File: src/rtl/dacfe_pkg.sv
// Shared constants and helpers for the dual-channel serial DAC front end.
// Assumes a fixed frame layout: channel-select bit directly above the code.
package dacfe_pkg;
    localparam int FRAME_W  = 16;
    localparam int CODE_W   = 12;
    localparam int NUM_CH   = 2;
    localparam int SEL_POS  = CODE_W;          // channel-select bit position
    localparam int PAYLD_W  = CODE_W + 1;      // select bit plus code
    localparam int CNT_W    = $clog2(FRAME_W + 1);

    typedef enum logic {
        CH_A = 1'b0,
        CH_B = 1'b1
    } chan_e;

    // Convert an incoming code to offset binary according to the coding mode.
    function automatic logic [CODE_W-1:0] to_offset_bin(
        input logic [CODE_W-1:0] raw,
        input logic              twos
    );
        return raw ^ {twos, {(CODE_W-1){1'b0}}};
    endfunction
endpackage

File: src/rtl/dacfe_sync.sv
// Two-flop synchronizer bank for W asynchronous level inputs.
// Assumes each input is held long enough to be seen by at least two clocks.
module dacfe_sync #(
    parameter int          W       = 1,
    parameter logic [W-1:0] RST_VAL = '0
) (
    input  logic         clk_i,
    input  logic         rst_ni,
    input  logic [W-1:0] async_i,
    output logic [W-1:0] sync_o
);
    logic [W-1:0] meta_q;
    logic [W-1:0] stable_q;

    // Capture the raw inputs, then retime them once more.
    always_ff @(posedge clk_i) begin
        if (!rst_ni) begin
            meta_q   <= RST_VAL;
            stable_q <= RST_VAL;
        end else begin
            meta_q   <= async_i;
            stable_q <= meta_q;
        end
    end

    assign sync_o = stable_q;
endmodule

File: src/rtl/dacfe_edge.sv
// Falling-edge detector for W already-synchronized signals.
// Assumes inputs come from dacfe_sync with matching reset values.
module dacfe_edge #(
    parameter int           W       = 1,
    parameter logic [W-1:0] RST_VAL = '0
) (
    input  logic         clk_i,
    input  logic         rst_ni,
    input  logic [W-1:0] lvl_i,
    output logic [W-1:0] fall_o
);
    logic [W-1:0] prev_q;

    // Remember last cycle's level of every input.
    always_ff @(posedge clk_i) begin
        if (!rst_ni) prev_q <= RST_VAL;
        else         prev_q <= lvl_i;
    end

    for (genvar i = 0; i < W; i++) begin : g_fall
        assign fall_o[i] = prev_q[i] & ~lvl_i[i];
    end
endmodule

File: src/rtl/dacfe_rx.sv
// Frame receiver: counts falling serial-clock edges inside a low frame and
// assembles the channel-select bit and code of a complete word.
// Assumes synchronized levels and single-cycle falling-edge strobes.
// Don't-care bits shift out of the narrow register and are never kept.
module dacfe_rx
    import dacfe_pkg::*;
(
    input  logic               clk_i,
    input  logic               rst_ni,
    input  logic               frame_s_i,     // synchronized, active low
    input  logic               frame_fall_i,
    input  logic               bclk_fall_i,
    input  logic               data_s_i,
    output logic               word_stb_o,
    output logic [PAYLD_W-1:0] payload_o,
    output logic [CNT_W-1:0]   bit_cnt_o
);
    localparam logic [CNT_W-1:0] LAST_BIT = CNT_W'(FRAME_W - 1);
    localparam logic [CNT_W-1:0] FULL_CNT = CNT_W'(FRAME_W);

    logic [CODE_W-1:0] shift_q;
    logic [CNT_W-1:0]  cnt_q;
    logic              capture;

    assign capture = !frame_s_i && bclk_fall_i && (cnt_q < FULL_CNT);

    // Bit counter: restarts on frame start, saturates at a full word.
    always_ff @(posedge clk_i) begin
        if (!rst_ni)           cnt_q <= '0;
        else if (frame_fall_i) cnt_q <= '0;
        else if (capture)      cnt_q <= cnt_q + CNT_W'(1);
    end

    // Shift the incoming bits MSB first, keeping only the newest ones.
    always_ff @(posedge clk_i) begin
        if (!rst_ni)      shift_q <= '0;
        else if (capture) shift_q <= {shift_q[CODE_W-2:0], data_s_i};
    end

    // Present the payload with a one-cycle strobe when the last bit lands.
    always_ff @(posedge clk_i) begin
        if (!rst_ni) begin
            word_stb_o <= 1'b0;
            payload_o  <= '0;
        end else begin
            word_stb_o <= 1'b0;
            if (!frame_fall_i && capture && cnt_q == LAST_BIT) begin
                word_stb_o <= 1'b1;
                payload_o  <= {shift_q, data_s_i};
            end
        end
    end

    assign bit_cnt_o = cnt_q;
endmodule

File: src/rtl/dacfe_chan.sv
// One double-buffered channel: input register plus output latch.
// A new word takes priority over a simultaneous commit transfer.
// Assumes the code arrives already in offset-binary form.
module dacfe_chan #(
    parameter int                 CODE_W = 12,
    parameter logic [CODE_W-1:0]  MID    = {1'b1, {(CODE_W-1){1'b0}}}
) (
    input  logic              clk_i,
    input  logic              rst_ni,
    input  logic              wr_i,
    input  logic              auto_i,
    input  logic              xfer_i,
    input  logic [CODE_W-1:0] code_i,
    output logic [CODE_W-1:0] lat_o,
    output logic              upd_o
);
    logic [CODE_W-1:0] hold_q;

    // Input register: written by every word addressed to this channel.
    always_ff @(posedge clk_i) begin
        if (!rst_ni)   hold_q <= MID;
        else if (wr_i) hold_q <= code_i;
    end

    // Output latch and its one-cycle update pulse.
    always_ff @(posedge clk_i) begin
        if (!rst_ni) begin
            lat_o <= MID;
            upd_o <= 1'b0;
        end else if (wr_i && auto_i) begin
            lat_o <= code_i;
            upd_o <= 1'b1;
        end else if (xfer_i) begin
            lat_o <= hold_q;
            upd_o <= 1'b1;
        end else begin
            upd_o <= 1'b0;
        end
    end
endmodule

File: src/rtl/dual_dac_frontend.sv
// Top of the dual-channel serial DAC front end. Synchronizes the serial lines,
// receives 16-bit words, converts the code to offset binary and routes it to
// one of two double-buffered channels.
// Assumes each serial-clock level lasts at least two system-clock cycles.
module dual_dac_frontend
    import dacfe_pkg::*;
(
    input  logic              clk_i,
    input  logic              rst_ni,
    input  logic              ser_clk_i,
    input  logic              ser_data_i,
    input  logic              frame_ni,
    input  logic              commit_ni,
    input  logic              twos_sel_i,
    output logic [CODE_W-1:0] code_a_o,
    output logic [CODE_W-1:0] code_b_o,
    output logic              upd_a_o,
    output logic              upd_b_o
);
    // Bit positions in the synchronized bundle.
    localparam int I_TWOS   = 0;
    localparam int I_DATA   = 1;
    localparam int I_BCLK   = 2;
    localparam int I_FRAME  = 3;
    localparam int I_COMMIT = 4;
    localparam int N_SYNC   = 5;
    localparam logic [N_SYNC-1:0] SYNC_RST = 5'b11000;
    // Edge bundle: {commit, frame, bclk}.
    localparam int N_EDGE   = 3;
    localparam logic [N_EDGE-1:0] EDGE_RST = SYNC_RST[I_COMMIT:I_BCLK];

    logic [N_SYNC-1:0] raw_in;
    logic [N_SYNC-1:0] sync_lvl;
    logic [N_EDGE-1:0] falls;

    logic               bclk_fall, frame_fall, commit_fall;
    logic               frame_s, commit_s, twos_s, data_s;
    logic               word_stb;
    logic [PAYLD_W-1:0] payload;
    logic [CNT_W-1:0]   bit_cnt;
    logic [CODE_W-1:0]  ob_code;
    logic [CODE_W-1:0]  lat   [NUM_CH];
    logic [NUM_CH-1:0]  upd;

    assign raw_in = {commit_ni, frame_ni, ser_clk_i, ser_data_i, twos_sel_i};

    dacfe_sync #(.W(N_SYNC), .RST_VAL(SYNC_RST)) u_sync (
        .clk_i   (clk_i),
        .rst_ni  (rst_ni),
        .async_i (raw_in),
        .sync_o  (sync_lvl)
    );

    dacfe_edge #(.W(N_EDGE), .RST_VAL(EDGE_RST)) u_edge (
        .clk_i  (clk_i),
        .rst_ni (rst_ni),
        .lvl_i  (sync_lvl[I_COMMIT:I_BCLK]),
        .fall_o (falls)
    );

    assign bclk_fall   = falls[0];
    assign frame_fall  = falls[1];
    assign commit_fall = falls[2];
    assign frame_s     = sync_lvl[I_FRAME];
    assign commit_s    = sync_lvl[I_COMMIT];
    assign twos_s      = sync_lvl[I_TWOS];
    assign data_s      = sync_lvl[I_DATA];

    dacfe_rx u_rx (
        .clk_i        (clk_i),
        .rst_ni       (rst_ni),
        .frame_s_i    (frame_s),
        .frame_fall_i (frame_fall),
        .bclk_fall_i  (bclk_fall),
        .data_s_i     (data_s),
        .word_stb_o   (word_stb),
        .payload_o    (payload),
        .bit_cnt_o    (bit_cnt)
    );

    assign ob_code = to_offset_bin(payload[CODE_W-1:0], twos_s);

    for (genvar c = 0; c < NUM_CH; c++) begin : g_ch
        logic wr_sel;
        assign wr_sel = word_stb && (payload[SEL_POS] == 1'(c));

        dacfe_chan #(.CODE_W(CODE_W)) u_chan (
            .clk_i  (clk_i),
            .rst_ni (rst_ni),
            .wr_i   (wr_sel),
            .auto_i (!commit_s),
            .xfer_i (commit_fall),
            .code_i (ob_code),
            .lat_o  (lat[c]),
            .upd_o  (upd[c])
        );
    end

    assign code_a_o = lat[CH_A];
    assign code_b_o = lat[CH_B];
    assign upd_a_o  = upd[CH_A];
    assign upd_b_o  = upd[CH_B];
endmodule

File: config.mk
export PLATFORM = sky130hd
export DESIGN_NAME = dual_dac_frontend
export DESIGN_NICKNAME = d
export VERILOG_FILES = /design/src/rtl/dacfe_pkg.sv /design/src/rtl/dacfe_sync.sv /design/src/rtl/dacfe_edge.sv /design/src/rtl/dacfe_rx.sv /design/src/rtl/dacfe_chan.sv /design/src/rtl/dual_dac_frontend.sv
export SDC_FILE = /design/constraint.sdc
export NUM_CORES = 1
export LEC_CHECK = 0
export BUFFER_PORTS_ARGS = -buffer_cell sky130_fd_sc_hd__clkbuf_2
export CELL_PAD_IN_SITES_DETAIL_PLACEMENT = 0
export CELL_PAD_IN_SITES_GLOBAL_PLACEMENT = 1
export CORE_ASPECT_RATIO = 1.1
export CORE_MARGIN = 1
export CORE_UTILIZATION = 42
export CTS_CLUSTER_DIAMETER = 200
export DETAILED_ROUTE_END_ITERATION = 12
export HOLD_SLACK_MARGIN = 0.1
export PLACE_DENSITY = 0.82
export SETUP_SLACK_MARGIN = 0.1
export SLEW_MARGIN = 20
export SYNTH_ARGS = -nofsm -noshare
export SYNTH_HDL_FRONTEND = slang
export SYNTH_HIERARCHICAL = 1
export SYNTH_SLANG_ARGS = --single-unit
File: constraint.sdc
create_clock -name clk_i -period 1.6 [get_ports clk_i]
set_clock_uncertainty 0.15 [all_clocks]
set_input_delay 0.24 -clock clk_i [delete_from_list [all_inputs] [get_ports clk_i]]
set_output_delay 0.24 -clock clk_i [all_outputs]
set_load 0.03 [all_outputs]
==> results.ini <==
[run_status]
status=finished, final reports clean

[global_routing]
grt_antenna_before_repair=0
grt_pass1_wl_um=11900
grt_max_degree=76
grt_overflow=0
grt_pass1_vias=2445
grt.total_usage=0.162

[route]
wl_per_cell_um=13.9
ant_nets=0
routed_wl_um=7490
dr.pass1.iters=5
drtIter0Drc=121
vias_per_cell=4.95
num_vias=2663
drc=0

[synthesis]
ys.flop_type=dfxtp_1
syn_inst=367
synth_edf_count=0
synthesis.area_um2=3880
yosys_warnings=6
ys_seq_area_frac=0.485
syn_area_per_cell_um2=10.6
async_flop_share=0
syn_nets=376
synth.ff_latch_count=94
synth.distinct_cells=37

[placement]
placed_cells=504
io_buffer_count=32
hpwl_um=4680
routabilityCongestion=0.733

[pwr]
power.switching_mw=0.929
p_leak_nw=1.91
pwr-share-seq=0.563
p_comb_frac=0.040
clkPwrFrac=0.398
max-vdd-ir-drop_v=0.000377
swShare=0.222
internal_power_mw=3.26
p_per_area_nw_per_um2=900

[clock_network]
numClockSinks=94
cts_buffers=9
clk_pin_slew_ps=90
clk_latency_ps=350
clock_path_buffers=2
cts_tree=done
root_buffer=clkbuf_8
h-tree-depth=3

[floorplan]
dieWidth_um=93.6
die_h_um=103
start_util=0.435
rows=36
dieArea_um2=9620
io_pins=33
coreArea_um2=8920

[final_layout]
layout.nets=428
area_delta_synth_final_pct=20.1
drive_above_1_share=0.304
fillers=816
instances_no_fill=538
final_util=0.522
layout_commonest_cell=dfxtp_1
num_antenna_cells=0
final_cell_mix=dfxtp_1 (90), nand2_1 (57), mux2i_1 (39)

[sta]
finalHoldViolCount=0
worstMarginPinSlew_ps=377
post-route-min-period_ps=1590
slew_headroom=0.748
fmax_mhz=630
rsz0062_at_grt=yes
slew_violations=0
fin_crit_sh=0.992
setup_violations=0

[critical_path]
worst-r2r-cell-count=4
r2r_setup_slack_ps=10
path_class=reg -> reg
critPathLaunchType=register
required_ps=1730
critPathMaxFanout=4
cp.arrival_ps=1720
crit_path_end_kind=register

[worst_hold_path]
hold_path.class=in -> reg
hold_depth=3

[job]
maxCapViolations=0

==> worst paths after layout <==
check / end / from
worst max-delay path: u_rx/bit_cnt_o[3] / u_sync/sync_o[2]
worst min-delay path: g_ch[0].u_chan/hold_q[11] / rst_ni
worst max register to register: u_rx/bit_cnt_o[3] / u_sync/sync_o[2]
worst min register to register: u_sync/sync_o[3] / u_sync/meta_q[3]
==> stage by stage <==
step	setup slack [ps]	setup TNS (ps)	area, um^2	total power, mW	hold slack (ps)
2_1_floorplan	12.0	0	3950	2.50	163
3_3_place_gp	50.6	0	4210	2.54	239
3_5_place_dp	-17.2	-17.2	4210	2.54	245
4_1_cts	13.0	0	4540	4.22	166
5_1_grt	-36.9	-340	4660	4.36	182
6_report	13.4	0	4660	4.19	186
==> synth_stat cells (all sizes together) (4+ instances only) <==
| cell | number | area (um^2) |
|---|---|---|
| a21boi | 12 | 90.1 |
| a21oi | 4 | 20.0 |
| a22o | 6 | 60.1 |
| and2 | 11 | 71.3 |
| and2b | 6 | 52.6 |
| buf | 17 | 136 |
| clkbuf | 10 | 37.5 |
| dfxtp | 94 | 1880 |
| inv | 4 | 15.0 |
| mux2 | 16 | 195 |
| mux2i | 39 | 390 |
| nand2 | 57 | 214 |
| nand2b | 6 | 37.5 |
| nand3b | 16 | 120 |
| nor2b | 26 | 163 |
| o211a | 16 | 160 |
| o221a | 6 | 67.6 |
==> worst max-delay path, stage by stage, from the launching register on <==
cell and delay [ps]:
dfxtp_2 320, and2b_2 210, or3b_4 390, or3_1 320
a21oi_1 120
==> cells by family (layout without fill, tap and decap cells) <==
group | count (synthesis) | after routing | synth area share
buffers and inverters | 31 | 87 | 0.0487
DFF | 94 | 94 | 0.485
adders and majority gates | 2 | 2 | 0.00645
xor gates and xnor gates | 2 | 2 | 0.00452
and+or+nand+nor | 133 | 134 | 0.191
AOI/OAI and AO/OA | 50 | 50 | 0.112
muxes | 55 | 55 | 0.151
==> area by class of cell <==
class	instances	area, um^2	area share
inverters	4	18.8	0.00403
flip-flops and latches	94	1890	0.406
well taps	114	143	0.0306
clock buffers	11	151	0.0325
multi-input cells	243	1890	0.406
clock inverters	5	65.1	0.0140
repair buffers	67	500	0.107
==> per-layer routing <==
| metal | vias to the layer above | track usage | wire (um) |
|---|---|---|---|
| li1 | 1367 | - | - |
| met3 | 4 | 0.0413 | 236 |
| met2 | 41 | 0.255 | 3560 |
| met1 | 1251 | 0.211 | 3630 |
| met4 | 0 | 0.0698 | 63 |
| met5 | - | 0 | 0 |
==> power groups by stage <==
stage | Clock (mW) | Combinational (mW) | Sequential, mW
floorplan | 0 | 0.0841 | 2.41
global route | 1.82 | 0.179 | 2.36
detailed placement | 0 | 0.130 | 2.41
finish | 1.67 | 0.166 | 2.36
global placement | 0 | 0.129 | 2.41
CTS | 1.71 | 0.148 | 2.36
==> state kept, by name, indices dropped and copies added, names as in the netlist <==
name,flops
u_sync/meta_q,5
u_edge/prev_q,3
u_sync/sync_o,5
g_ch.u_chan/lat_o,24
u_rx/bit_cnt_o,5
g_ch.u_chan/upd_o,2
g_ch.u_chan/hold_q,24
u_rx/word_stb_o,1
u_rx/payload_o,13
u_rx/shift_q,12
==> timing repair <==
item,in CTS,in global routing
setup endpoints to repair,44,54
pin swaps,1,2
hold endpoints to repair,5,0
buffers inserted,6,4
gates cloned,1,2
gates resized for setup,4,14
hold buffers,5,0
Power figures use the tool's default switching activity.
